==> config.mk <==
export PLATFORM = sky130hd
export DESIGN_NAME = dsp_agu
export DESIGN_NICKNAME = d
export VERILOG_FILES = /design/src/rtl/agu_pkg.sv /design/src/rtl/agu_bitrev.sv /design/src/rtl/agu_circ.sv /design/src/rtl/dsp_agu.sv
export SDC_FILE = /design/constraint.sdc
export NUM_CORES = 1
export LEC_CHECK = 0
export BUFFER_PORTS_ARGS = -buffer_cell sky130_fd_sc_hd__buf_2
export CELL_PAD_IN_SITES_DETAIL_PLACEMENT = 1
export CELL_PAD_IN_SITES_GLOBAL_PLACEMENT = 1
export CORE_ASPECT_RATIO = 1.75
export CORE_MARGIN = 8
export CORE_UTILIZATION = 40
export DETAILED_ROUTE_END_ITERATION = 7
export PLACE_DENSITY = 0.84
export SYNTH_ARGS = -nofsm -noshare
export SYNTH_HDL_FRONTEND = slang
export SYNTH_SLANG_ARGS = --single-unit
==> constraint.sdc <==
create_clock -name clk -period 6.7 [get_ports clk]
set_clock_uncertainty 0.1 [all_clocks]
set_input_delay 0.335 -clock clk [delete_from_list [all_inputs] [get_ports clk]]
set_output_delay 0.335 -clock clk [all_outputs]
set_load 0.01 [all_outputs]
==> src/rtl/agu_pkg.sv <==
package agu_pkg;
  typedef enum logic [2:0] {
    AM_BASE_OFF  = 3'd0,
    AM_INDEX     = 3'd1,
    AM_ABS_SET   = 3'd2,
    AM_POST_IMM  = 3'd3,
    AM_POST_MOD  = 3'd4,
    AM_BITREV    = 3'd5,
    AM_CIRC_IMM  = 3'd6,
    AM_CIRC_PACK = 3'd7
  } agu_mode_e;
endpackage

==> src/rtl/agu_bitrev.sv <==
module agu_bitrev #(
  parameter int AW     = 32,
  parameter int BREV_W = 16
) (
  input  logic [AW-1:0] ptr_in,
  output logic [AW-1:0] addr_out
);
  // mirror the low field, keep everything above it
  for (genvar i = 0; i < BREV_W; i++) begin : g_rev
    assign addr_out[i] = ptr_in[BREV_W-1-i];
  end
  if (AW > BREV_W) begin : g_hi
    assign addr_out[AW-1:BREV_W] = ptr_in[AW-1:BREV_W];
  end
endmodule

==> src/rtl/agu_circ.sv <==
module agu_circ #(
  parameter int AW    = 32,
  parameter int LEN_W = 17
) (
  input  logic [AW-1:0]    ptr_in,
  input  logic [AW-1:0]    step,
  input  logic [AW-1:0]    win_lo,
  input  logic [LEN_W-1:0] win_len,
  output logic [AW-1:0]    ptr_out
);
  localparam int PADW = AW - LEN_W;
  logic [AW-1:0] len_ext, sum, win_hi;

  assign len_ext = {{PADW{1'b0}}, win_len};
  assign sum     = ptr_in + step;
  assign win_hi  = win_lo + len_ext;

  always_comb begin
    if (sum >= win_hi)      ptr_out = sum - len_ext;
    else if (sum < win_lo)  ptr_out = sum + len_ext;
    else                    ptr_out = sum;
  end
endmodule

==> src/rtl/dsp_agu.sv <==
module dsp_agu
  import agu_pkg::*;
#(
  parameter int AW      = 32,
  parameter int LEN_W   = 17,
  parameter int CNT_W   = 7,
  parameter int BREV_W  = 16,
  parameter int SHW     = 5,
  parameter int SZW     = 2
) (
  input  logic          clk,
  input  logic          rst,
  input  logic          start,
  input  logic [2:0]    mode,
  input  logic [SZW-1:0] size,
  input  logic [AW-1:0] base,
  input  logic [AW-1:0] imm,
  input  logic [AW-1:0] modifier,
  input  logic [AW-1:0] cstart,
  input  logic [SHW-1:0] shift,
  output logic          valid,
  output logic [AW-1:0] eff_addr,
  output logic [AW-1:0] new_ptr,
  output logic          wb_en
);
  localparam int CNT_LSB = LEN_W;
  localparam int CNT_MSB = LEN_W + CNT_W - 1;

  agu_mode_e     mode_e;
  logic [AW-1:0] brev_addr, circ_ptr, circ_step, pack_step, cnt_ext;
  logic [AW-1:0] nx_addr, nx_ptr;
  logic          nx_wb;

  assign mode_e  = agu_mode_e'(mode);
  assign cnt_ext = {{(AW-CNT_W){modifier[CNT_MSB]}}, modifier[CNT_MSB:CNT_LSB]};
  assign pack_step = cnt_ext << size;
  assign circ_step = (mode_e == AM_CIRC_PACK) ? pack_step : imm;

  agu_bitrev #(.AW(AW), .BREV_W(BREV_W)) u_brev (
    .ptr_in  (base),
    .addr_out(brev_addr)
  );

  agu_circ #(.AW(AW), .LEN_W(LEN_W)) u_circ (
    .ptr_in (base),
    .step   (circ_step),
    .win_lo (cstart),
    .win_len(modifier[LEN_W-1:0]),
    .ptr_out(circ_ptr)
  );

  always_comb begin
    nx_addr = base;
    nx_ptr  = base;
    nx_wb   = 1'b1;
    case (mode_e)
      AM_BASE_OFF: begin
        nx_addr = base + imm;
        nx_wb   = 1'b0;
      end
      AM_INDEX: begin
        nx_addr = (base << shift) + imm;
        nx_wb   = 1'b0;
      end
      AM_ABS_SET: begin
        nx_addr = imm;
        nx_ptr  = imm;
      end
      AM_POST_IMM: nx_ptr = base + imm;
      AM_POST_MOD: nx_ptr = base + modifier;
      AM_BITREV: begin
        nx_addr = brev_addr;
        nx_ptr  = base + modifier;
      end
      AM_CIRC_IMM, AM_CIRC_PACK: nx_ptr = circ_ptr;
      default: nx_wb = 1'b0;
    endcase
  end

  always_ff @(posedge clk) begin
    if (rst) begin
      valid    <= 1'b0;
      wb_en    <= 1'b0;
      eff_addr <= '0;
      new_ptr  <= '0;
    end else if (start) begin
      valid    <= 1'b1;
      wb_en    <= nx_wb;
      eff_addr <= nx_addr;
      new_ptr  <= nx_ptr;
    end else begin
      valid    <= 1'b0;
      wb_en    <= 1'b0;
    end
  end
endmodule

==> results of run 1 <==
cell usage after synthesis (7+ instances only):
master | count | area, um^2
nor3_1 | 50 | 250
o21ai_1 | 9 | 45.0
or3_1 | 16 | 100
a21oi_1 | 259 | 1300
ha_1 | 235 | 2940
o31ai_1 | 16 | 120
a211o_1 | 11 | 96.3
nor4_1 | 13 | 81.3
xnor2_1 | 92 | 806
a21o_1 | 78 | 586
nand2_1 | 262 | 983
nand4_1 | 31 | 194
o22ai_1 | 28 | 175
a311oi_1 | 16 | 140
nand2b_1 | 23 | 144
inv_1 | 120 | 450
and4_1 | 7 | 61.3
buf_1 | 11 | 41.3
dfxtp_1 | 66 | 1320
o211a_1 | 9 | 90.1
o21ai_0 | 175 | 876
and3_1 | 22 | 138
o221ai_1 | 27 | 236
mux2i_1 | 67 | 671
and2_1 | 13 | 81.3
nor3b_1 | 8 | 60.1
o211ai_1 | 47 | 353
nor2_1 | 219 | 822
fa_1 | 7 | 140
a221oi_1 | 17 | 149
mux4_2 | 12 | 270
buf_2 | 12 | 60.1
nor2b_1 | 30 | 188
mux2_2 | 15 | 169
nand3_1 | 51 | 255
o21a_1 | 38 | 285
xor2_1 | 59 | 517
a211oi_1 | 54 | 405
a31oi_1 | 26 | 163
or2_2 | 10 | 62.6
o221a_2 | 7 | 78.8
clkbuf_1 | 91 | 342
a221o_1 | 9 | 90.1
o21bai_1 | 20 | 150
o2111ai_1 | 15 | 131
layout make-up:
type | instances | area, um^2 | area share, %
Antenna cell | 3 | 7.51 | 0.0372
Clock buffer | 10 | 229 | 1.13
Sequential cell | 66 | 1320 | 6.54
Inverter | 125 | 469 | 2.32
Tap cell | 572 | 716 | 3.54
Multi-Input combinational cell | 2221 | 15600 | 77.1
Timing Repair Buffer | 302 | 1790 | 8.86
Clock inverter | 6 | 91.3 | 0.452
flip-flops by register name, summed over array words and instances (netlist names):
name / cells
eff_addr: 32
new_ptr: 32
wb_en: 1
valid: 1
metrics by stage:
| step | cell area [um^2] | setup WS [ns] |
|---|---|---|
| CTS | 20200 | 0.488 |
| detailed placement | 19900 | 0.116 |
| global route | 20200 | 0.0605 |
| finish | 20200 | 0.378 |
| global placement | 19900 | 0.372 |
| floorplan | 17900 | 0.398 |
power by group through the flow:
stage | Sequential (mW) | Combinational, mW | Clock, mW
6_report | 0.469 | 2.96 | 0.569
5_1_grt | 0.472 | 3.20 | 0.586
4_1_cts | 0.468 | 2.91 | 0.576
3_5_place_dp | 0.477 | 2.89 | 0
3_3_place_gp | 0.476 | 2.81 | 0
2_1_floorplan | 0.480 | 1.86 | 0
path summary, 6_finish.rpt:
check / slack (ns) / end / start / cells after the start
worst max register to register: 5.28 / new_ptr[24]$_SDFFE_PP0P_ / new_ptr[24]$_SDFFE_PP0P_ / 5
worst max-delay path: 0.38 / new_ptr[25]$_SDFFE_PP0P_ / mode[2] / 26
worst min-delay path: 0.29 / eff_addr[24]$_SDFFE_PP0P_ / start / 3
worst min register to register: 0.34 / eff_addr[14]$_SDFFE_PP0P_ / eff_addr[14]$_SDFFE_PP0P_ / 2
per-layer routing:
layer  track usage (%)  up-vias
li1                  -     9915
met1              33.9    10500
met2              61.5      781
met3              3.67      353
met4              30.6        0
met5                 0        -
tightest hold or removal path, stage by stage:
cell and delay, ns:
buf_2 0.21, nor2_1 0.14, a211oi_1 0.05
layout by cell type (no fill, tap or decap), types with 17 or more instances in the layout:
cell      Yosys  layout
dfxtp_1      66      66
a21o_1       78      78
nand3_1      51      51
a211oi_1     54      54
o21a_1       38      38
o21bai_1     20      20
xor2_1       59      58
xnor2_1      92      92
a21oi_1     259     259
buf_4         1      93
mux2i_1      67      67
buf_2        12     206
o221ai_1     27      27
nor2b_1      30      30
nand2_1     262     262
o22ai_1      28      28
and3_1       22      22
a221oi_1     17      17
o211ai_1     47      47
nor3_1       50      50
a31oi_1      26      26
ha_1        235     235
nor2_1      219     218
o21ai_0     175     175
nand2b_1     23      23
nand4_1      31      31
inv_1       120     120
cell families (layout without fill, tap and decap cells):
kind of cell	Yosys count	count (layout)	share of synthesized area [%]
other	0	3	0
AND/OR/NAND/NOR	775	775	20.1
XOR/XNOR	151	151	7.41
multiplexers	94	94	6.21
AO/OA/AOI/OAI	959	959	36.2
adder cells (fa/ha/maj)	242	242	17.2
buffers and inverters	245	443	5.43
flip-flops	66	66	7.40
timing repair:
item                       CTS  global route
hold buffers                 0             0
resized for setup            0             1
setup endpoints to repair    0             1
setup buffers                0             0
==> flow_summary.yaml, run 1 <==
setup_path:
  path_max_fanout: 9
  crit_type: "primary input to register"
  cpPeakStageDelay_ns: 0.53
  required_ns: 6.88
  start_kind: "primary input"
  cp_slowest_cell: "nor4_1"
  critPathArrivalTime_ns: 6.50
  endpoint_kind: "register"
  cp_top_family: "compound AO/OA/AOI/OAI gates"
  cp.buffers_inverters: 3
  crit_path_frequent_cell: "nor2_1"
timing:
  finalSetupViolCount: 0
  final.period_utilization_pct: 94.4
  final.setup.tns_ns: 0
  finalCriticalPeriod_ns: 6.32
  fmax_mhz: 158
  max_slew_margin_pct: 25.6
  final_max_slew_viol_count: 0
  worst_pin_slew_ns: 1.12
  rsz0062_at_grt: "false"
  hold_slack_ns: 0.294
  final_hold_viol_count: 0
cts:
  cts_sinks: 66
  root_buffer: "clkbuf_16"
  cts_inserted_buffers: 9
  clk_path_buf_depth: 2
  cts_tree: "done"
  htreeDepth: 3
  insertion_delay_ns: 0.38
  clkTransAtPathRegs_ns: 0.07
run_status:
  status: "completed"
floorplanning:
  die_h_um: 296
  fp.dieArea_mm2: 0.0519
  rows: 102
  initial_core_util_pct: 40.4
  io_pins: 207
  die_w_um: 176
  core_mm2: 0.0442
pwr:
  power.share.combinational_pct: 74.0
  power.switching_mw: 2.13
  seqPwrFrac_pct: 11.7
  p_leak_nw: 9.27
  peakVddDrop_mv: 0.141
  sw_frac_of_total_pct: 53.2
  p_total_mw: 4.00
  clock_power_share_pct: 14.2
  p_int_mw: 1.87
  power_density_mw_per_mm2: 198
global_route:
  grt_usage_pct: 34.0
  grt_max_degree: 58
  grt_pass1_vias: 23100
  grt-ovfl-total: 0
  grt_pass1_wl_um: 136000
  antenna_found_initial: 2
detailed_routing:
  vias_per_cell: 6.52
  dr_wl_met2_um: 45500
  vias: 21500
  drt_iter0_markers: 1232
  drt-pass1-iter-count: 8
  maxUsedRoutingLayer: "met4"
  post_drt_wl_per_cell_um: 27.5
  wl_um: 91000
  wl_met1_um: 32800
  met3_length_um: 3870
  ant_nets: 0
  drc: 0
synth:
  ys_seq_area_share_pct: 7.40
  synth_top_flop_cell: "dfxtp_1"
  yosys_warnings: 0
  syn_nets: 2915
  ys_seq_elements: 66
  syn_area_mm2: 0.0179
  synth_edf_count: 0
  ys_async_sr_fraction_pct: 0
  avgSynthCellArea_um2: 7.05
  synth_cell_types: 99
  syn_inst: 2532
final_layout:
  n_fill_cell: 5807
  drive_gt1_share_pct: 14.7
  layout.cells.non_filler: 3305
  nets: 3108
  post-route-util_pct: 45.7
  syn_to_final_growth_pct: 13.1
placed_design:
  hpwl_um: 75500
  gp_congestion: 0.991
  dp_cells: 3286
  port_buffers: 206
min_path:
  hold_path.class: "primary input to register"
job:
  maxCapViolCount: 0
Power figures use the tool's default switching activity.
==> inputs of run 2 (changes only) <==
--- a/config.mk
+++ b/config.mk
@@ -8,7 +8,7 @@
 export BUFFER_PORTS_ARGS = -buffer_cell sky130_fd_sc_hd__buf_2
 export CELL_PAD_IN_SITES_DETAIL_PLACEMENT = 1
 export CELL_PAD_IN_SITES_GLOBAL_PLACEMENT = 1
-export CORE_ASPECT_RATIO = 1.75
+export CORE_ASPECT_RATIO = 0.5
 export CORE_MARGIN = 8
 export CORE_UTILIZATION = 40
 export DETAILED_ROUTE_END_ITERATION = 7
==> flow_summary.yaml, run 2 (synthesis gave the netlist of run 1 again) <==
run_status:
  status: "completed"
setup_path:
  rr_endpoint: "new_ptr[20]$_SDFFE_PP0P_"
  crit_path_start: "mode[1]"
  required_ns: 6.86
  endpoint_kind: "register"
  cpPeakStageDelay_ns: 0.44
  cp_slowest_cell: "fa_1"
  start_kind: "primary input"
  rrSetupSlack_ns: 5.15
  path_max_fanout: 39
  critPathArrivalTime_ns: 6.49
  crit_path_frequent_cell: "nor2_1"
  rr_worst_depth: 5
  crit_type: "primary input to register"
  reg2reg_from: "new_ptr[20]$_SDFFE_PP0P_"
timing:
  finalCriticalPeriod_ns: 6.33
  final.period_utilization_pct: 94.4
  worst_pin_slew_ns: 1.21
  max_slew_margin_pct: 19.1
  fmax_mhz: 158
  final.setup.tns_ns: 0
  rsz0062_at_grt: "false"
  finalSetupViolCount: 0
  final_hold_viol_count: 0
  final_max_slew_viol_count: 0
  layout_setup_ws_ns: 0.375
detailed_routing:
  vias_per_cell: 6.58
  vias: 21600
  ant_nets: 0
  drc: 0
  wl_um: 83300
  drt_iter0_markers: 1999
  post_drt_wl_per_cell_um: 25.4
  drt-pass1-iter-count: 5
placed_design:
  dpl_cell_area_mm2: 0.0195
  hpwl_um: 67200
  dp_slack_ns: 0.000349
  port_buffers: 206
  gp_congestion: 1.01
final_layout:
  n_fill_cell: 5700
  drive_gt1_share_pct: 13.3
  syn_to_final_growth_pct: 11.0
  register_area_mm2: 0.00132
  fin_area_mm2: 0.0198
  largest_registers: "eff_addr x32, new_ptr x32"
  layout_common_cells: "nand2_1 (262), a21oi_1 (259), ha_1 (235)"
  post-route-util_pct: 45.2
  layout_commonest_cell: "nand2_1"
  multiInputGateArea_mm2: 0.0156
  nets: 3061
cts:
  cts_sinks: 66
  root_buffer: "clkbuf_16"
  cts_inserted_buffers: 9
  clkTransAtPathRegs_ns: 0.07
  cts_tree: "done"
  clk_path_buf_depth: 2
  htreeDepth: 3
  insertion_delay_ns: 0.36
floorplanning:
  rows: 54
  io_pins: 207
  die_h_um: 165
  die_w_um: 315
  initial_core_util_pct: 40.7
  fp.dieArea_mm2: 0.0521
  core_mm2: 0.0438
global_route:
  grt_pass1_wl_um: 125000
  grt_usage_pct: 30.5
  grt-ovfl-total: 0
  antenna_found_initial: 6
  grt_pass1_vias: 21300
  grt_max_degree: 89
min_path:
  hold_end: "eff_addr[11]$_SDFFE_PP0P_"
  whs_path_depth: 3
  hold_start: "base[11]"
  hold_path.class: "primary input to register"
pwr:
  p_total_mw: 3.78
  power_density_mw_per_mm2: 191
  peakVddDrop_mv: 0.127
  p_leak_nw: 9.02
job:
  maxCapViolCount: 0
==> run 2: cell type report <==
class,instances,share of cell area (%)
Clock inverter,5,0.158
Multi-Input combinational cell,2221,78.7
Timing Repair Buffer,255,7.12
Inverter,125,2.37
Clock buffer,11,1.17
Sequential cell,66,6.66
Tap cell,588,3.71
Antenna cell,5,0.0631
==> run 2: layer usage <==
metal  vias up  wire length, um  track usage [%]
li1       9838                -                -
met1     10400            36600             42.1
met2      1096            35400             47.5
met3       211             8550             5.50
met4         2             2750             10.4
met5         -               13                0
==> run 2: power breakdown <==
part	internal, mW	switching, mW
Clock	0.250	0.214
Combinational	1.05	1.80
Sequential	0.434	0.0345
Total	1.73	2.05
==> run 2: timing repair <==
action | in CTS | in global routing
hold buffers | 0 | 0
setup endpoints to repair | 0 | 17
gates resized for setup | 0 | 6
setup buffers | 0 | 0
hold endpoints to repair | 0 | 0
==> run 2: worst max-delay path by stage <==
stage / endpoint / slack, ns / cells after the start
finish: new_ptr[19]$_SDFFE_PP0P_ / 0.37 / 27
detailed placement: new_ptr[19]$_SDFFE_PP0P_ / 0.0003 / 27
CTS: new_ptr[15]$_SDFFE_PP0P_ / 0.33 / 27
global placement: new_ptr[19]$_SDFFE_PP0P_ / 0.18 / 26
global route: new_ptr[15]$_SDFFE_PP0P_ / 0.007 / 27
floorplan: new_ptr[19]$_SDFFE_PP0P_ / 0.40 / 27
==> run 2: per-stage QoR <==
stage	hold slack [ns]	std cells
after floorplan	0.363	2532
after global placement	0.346	3255
after detailed placement	0.359	3255
after CTS	0.340	3271
after global routing	0.374	3275
final	0.349	3276
==> run 2: critical path, delay by kind of cell <==
family | cells | cell delay (ns)
AOI/OAI and AO/OA | 10 | 2.56
xor gates and xnor gates | 1 | 0.31
adders and majority gates | 3 | 1.04
buffers and inverters | 4 | 0.50
and+or+nand+nor | 9 | 1.74
==> inputs of run 3 (changes only) <==
--- a/config.mk
+++ b/config.mk
@@ -8,11 +8,11 @@
 export BUFFER_PORTS_ARGS = -buffer_cell sky130_fd_sc_hd__buf_2
 export CELL_PAD_IN_SITES_DETAIL_PLACEMENT = 1
 export CELL_PAD_IN_SITES_GLOBAL_PLACEMENT = 1
-export CORE_ASPECT_RATIO = 0.5
 export CORE_MARGIN = 8
 export CORE_UTILIZATION = 40
 export DETAILED_ROUTE_END_ITERATION = 7
 export PLACE_DENSITY = 0.84
+export REMOVE_ABC_BUFFERS = 1
 export SYNTH_ARGS = -nofsm -noshare
 export SYNTH_HDL_FRONTEND = slang
 export SYNTH_SLANG_ARGS = --single-unit
==> flow_summary.yaml, run 3 (synthesis gave the netlist of run 1 again) <==
final_layout:
  layout_common_cells: "nand2_1 (261), a21oi_1 (259), ha_1 (235)"
  n_fill_cell: 5744
  nets: 3079
  layout_commonest_cell: "nand2_1"
  syn_to_final_growth_pct: 11.6
  largest_registers: "eff_addr x32, new_ptr x32"
  diodes: 0
  drive_gt1_share_pct: 13.9
  layout.cells.non_filler: 3292
timing:
  fmax_mhz: 156
  final_max_slew_viol_count: 0
  hold_slack_ns: 0.342
  rsz0062_at_grt: "false"
  final.period_utilization_pct: 95.6
  finalCriticalPeriod_ns: 6.41
  finalSetupViolCount: 0
  max_slew_margin_pct: 33.1
  worst_pin_slew_ns: 1.00
  final_hold_viol_count: 0
  final.setup.tns_ns: 0
  layout_setup_ws_ns: 0.292
floorplanning:
  die_h_um: 227
  die_w_um: 227
  initial_core_util_pct: 40.5
  io_pins: 207
  core_mm2: 0.0441
  fp.dieArea_mm2: 0.0517
  rows: 77
global_route:
  antenna_found_initial: 0
  grt_pass1_wl_um: 127000
  grt_max_degree: 55
  grt-ovfl-total: 0
  grt_usage_pct: 31.3
  grt_pass1_vias: 22000
setup_path:
  cp-endpoint: "new_ptr[19]$_SDFFE_PP0P_"
  crit_path_start: "mode[2]"
  path_max_fanout: 17
  crit_type: "primary input to register"
  rr_endpoint: "new_ptr[20]$_SDFFE_PP0P_"
  required_ns: 6.89
  reg2reg_from: "new_ptr[20]$_SDFFE_PP0P_"
  endpoint_kind: "register"
  rrSetupSlack_ns: 5.32
  start_kind: "primary input"
  rr_worst_depth: 5
  critPathArrivalTime_ns: 6.60
detailed_routing:
  ant_nets: 0
  post_drt_wl_per_cell_um: 25.5
  drt-pass1-iter-count: 8
  vias_per_cell: 6.43
  drc: 0
  drt_iter0_markers: 1622
  wl_um: 83800
  vias: 21200
pwr:
  p_leak_nw: 9.09
  peakVddDrop_mv: 0.0827
  p_total_mw: 3.78
  power_density_mw_per_mm2: 190
placed_design:
  gp_congestion: 0.989
  dp_slack_ns: -0.179
  dp_cells: 3277
  port_buffers: 206
  hpwl_um: 68200
cts:
  root_buffer: "clkbuf_16"
  insertion_delay_ns: 0.36
  cts_tree: "done"
  cts_inserted_buffers: 9
  cts-resized-gates: 0
  cts_sinks: 66
  cts_hold_buffers: 0
  htreeDepth: 3
  clk_path_buf_depth: 2
  clkTransAtPathRegs_ns: 0.06
  cts_setup_buffers: 0
min_path:
  hold_path.class: "primary input to register"
job:
  maxCapViolCount: 0
run_status:
  status: "completed"
-- run 3: cell count changes in the layout (fill, tap and decap cells not counted), sizes merged --
cell,change
clkinvlp,-1
buf,+18
diode,-5
clkinv,-1
clkbuf,+1
-- run 3: routing by layer --
metal	part of all wire (%)	up-vias	GRT usage [%]
met3	6.3	201	3.41
met2	47	805	53.5
met5	0	-	0
li1	-	9847	-
met1	42	10300	38.7
met4	4.9	0	15.3
-- run 3: metrics by stage --
stage | utilization [%] | area, um^2
final | 45.2 | 19900
after global routing | 45.2 | 19900
after CTS | 45.1 | 19900
after detailed placement | 44.5 | 19600
after global placement | 44.5 | 19600
after floorplan | - | 17400
-- run 3: area by class of cell --
| type | count | area [um^2] | area share [%] |
|---|---|---|---|
| Clock buffer | 12 | 256 | 1.29 |
| Inverter | 125 | 469 | 2.35 |
| Clock inverter | 3 | 15.0 | 0.0753 |
| Tap cell | 592 | 741 | 3.72 |
| Multi-Input combinational cell | 2221 | 15600 | 78.2 |
| Sequential cell | 66 | 1320 | 6.63 |
| Timing Repair Buffer | 273 | 1530 | 7.70 |
-- run 3: where the power goes --
part | total (mW) | leakage [nW] | switching, mW | internal, mW
Clock | 0.485 | 0.138 | 0.217 | 0.267
Sequential | 0.466 | 0.547 | 0.0321 | 0.433
Combinational | 2.83 | 8.41 | 1.78 | 1.05
-- run 3: how the worst min path moves through the flow --
stage / from / endpoint / slack, ns / depth (start not counted)
floorplan: rst / new_ptr[19]$_SDFFE_PP0P_ / 0.30 / 1
global placement: eff_addr[14]$_SDFFE_PP0P_ / eff_addr[14]$_SDFFE_PP0P_ / 0.33 / 2
detailed placement: eff_addr[14]$_SDFFE_PP0P_ / eff_addr[14]$_SDFFE_PP0P_ / 0.33 / 2
CTS: base[17] / eff_addr[17]$_SDFFE_PP0P_ / 0.33 / 3
global route: eff_addr[14]$_SDFFE_PP0P_ / eff_addr[14]$_SDFFE_PP0P_ / 0.36 / 2
finish: base[17] / eff_addr[17]$_SDFFE_PP0P_ / 0.34 / 3
-- run 3: critical path, stage by stage --
cell	delay [ns]
buf_2	0.11
inv_1	0.17
nor2_1	0.09
nand2_1	0.17
buf_4	0.21
nand2_1	0.07
o41ai_1	0.08
ha_1	0.29
inv_1	0.08
fa_1	0.45
nor2b_1	0.21
o211a_1	0.24
o2111a_1	0.29
nor2_2	0.11
o21ai_0	0.29
o2bb2ai_1	0.15
xnor2_1	0.45
ha_1	0.35
nand4_1	0.12
nor2_1	0.07
a211o_1	0.28
or3_1	0.34
o2bb2ai_1	0.31
o2111ai_2	0.30
nor2_8	0.32
a41oi_1	0.17
or3_1	0.34
a311oi_2	0.20
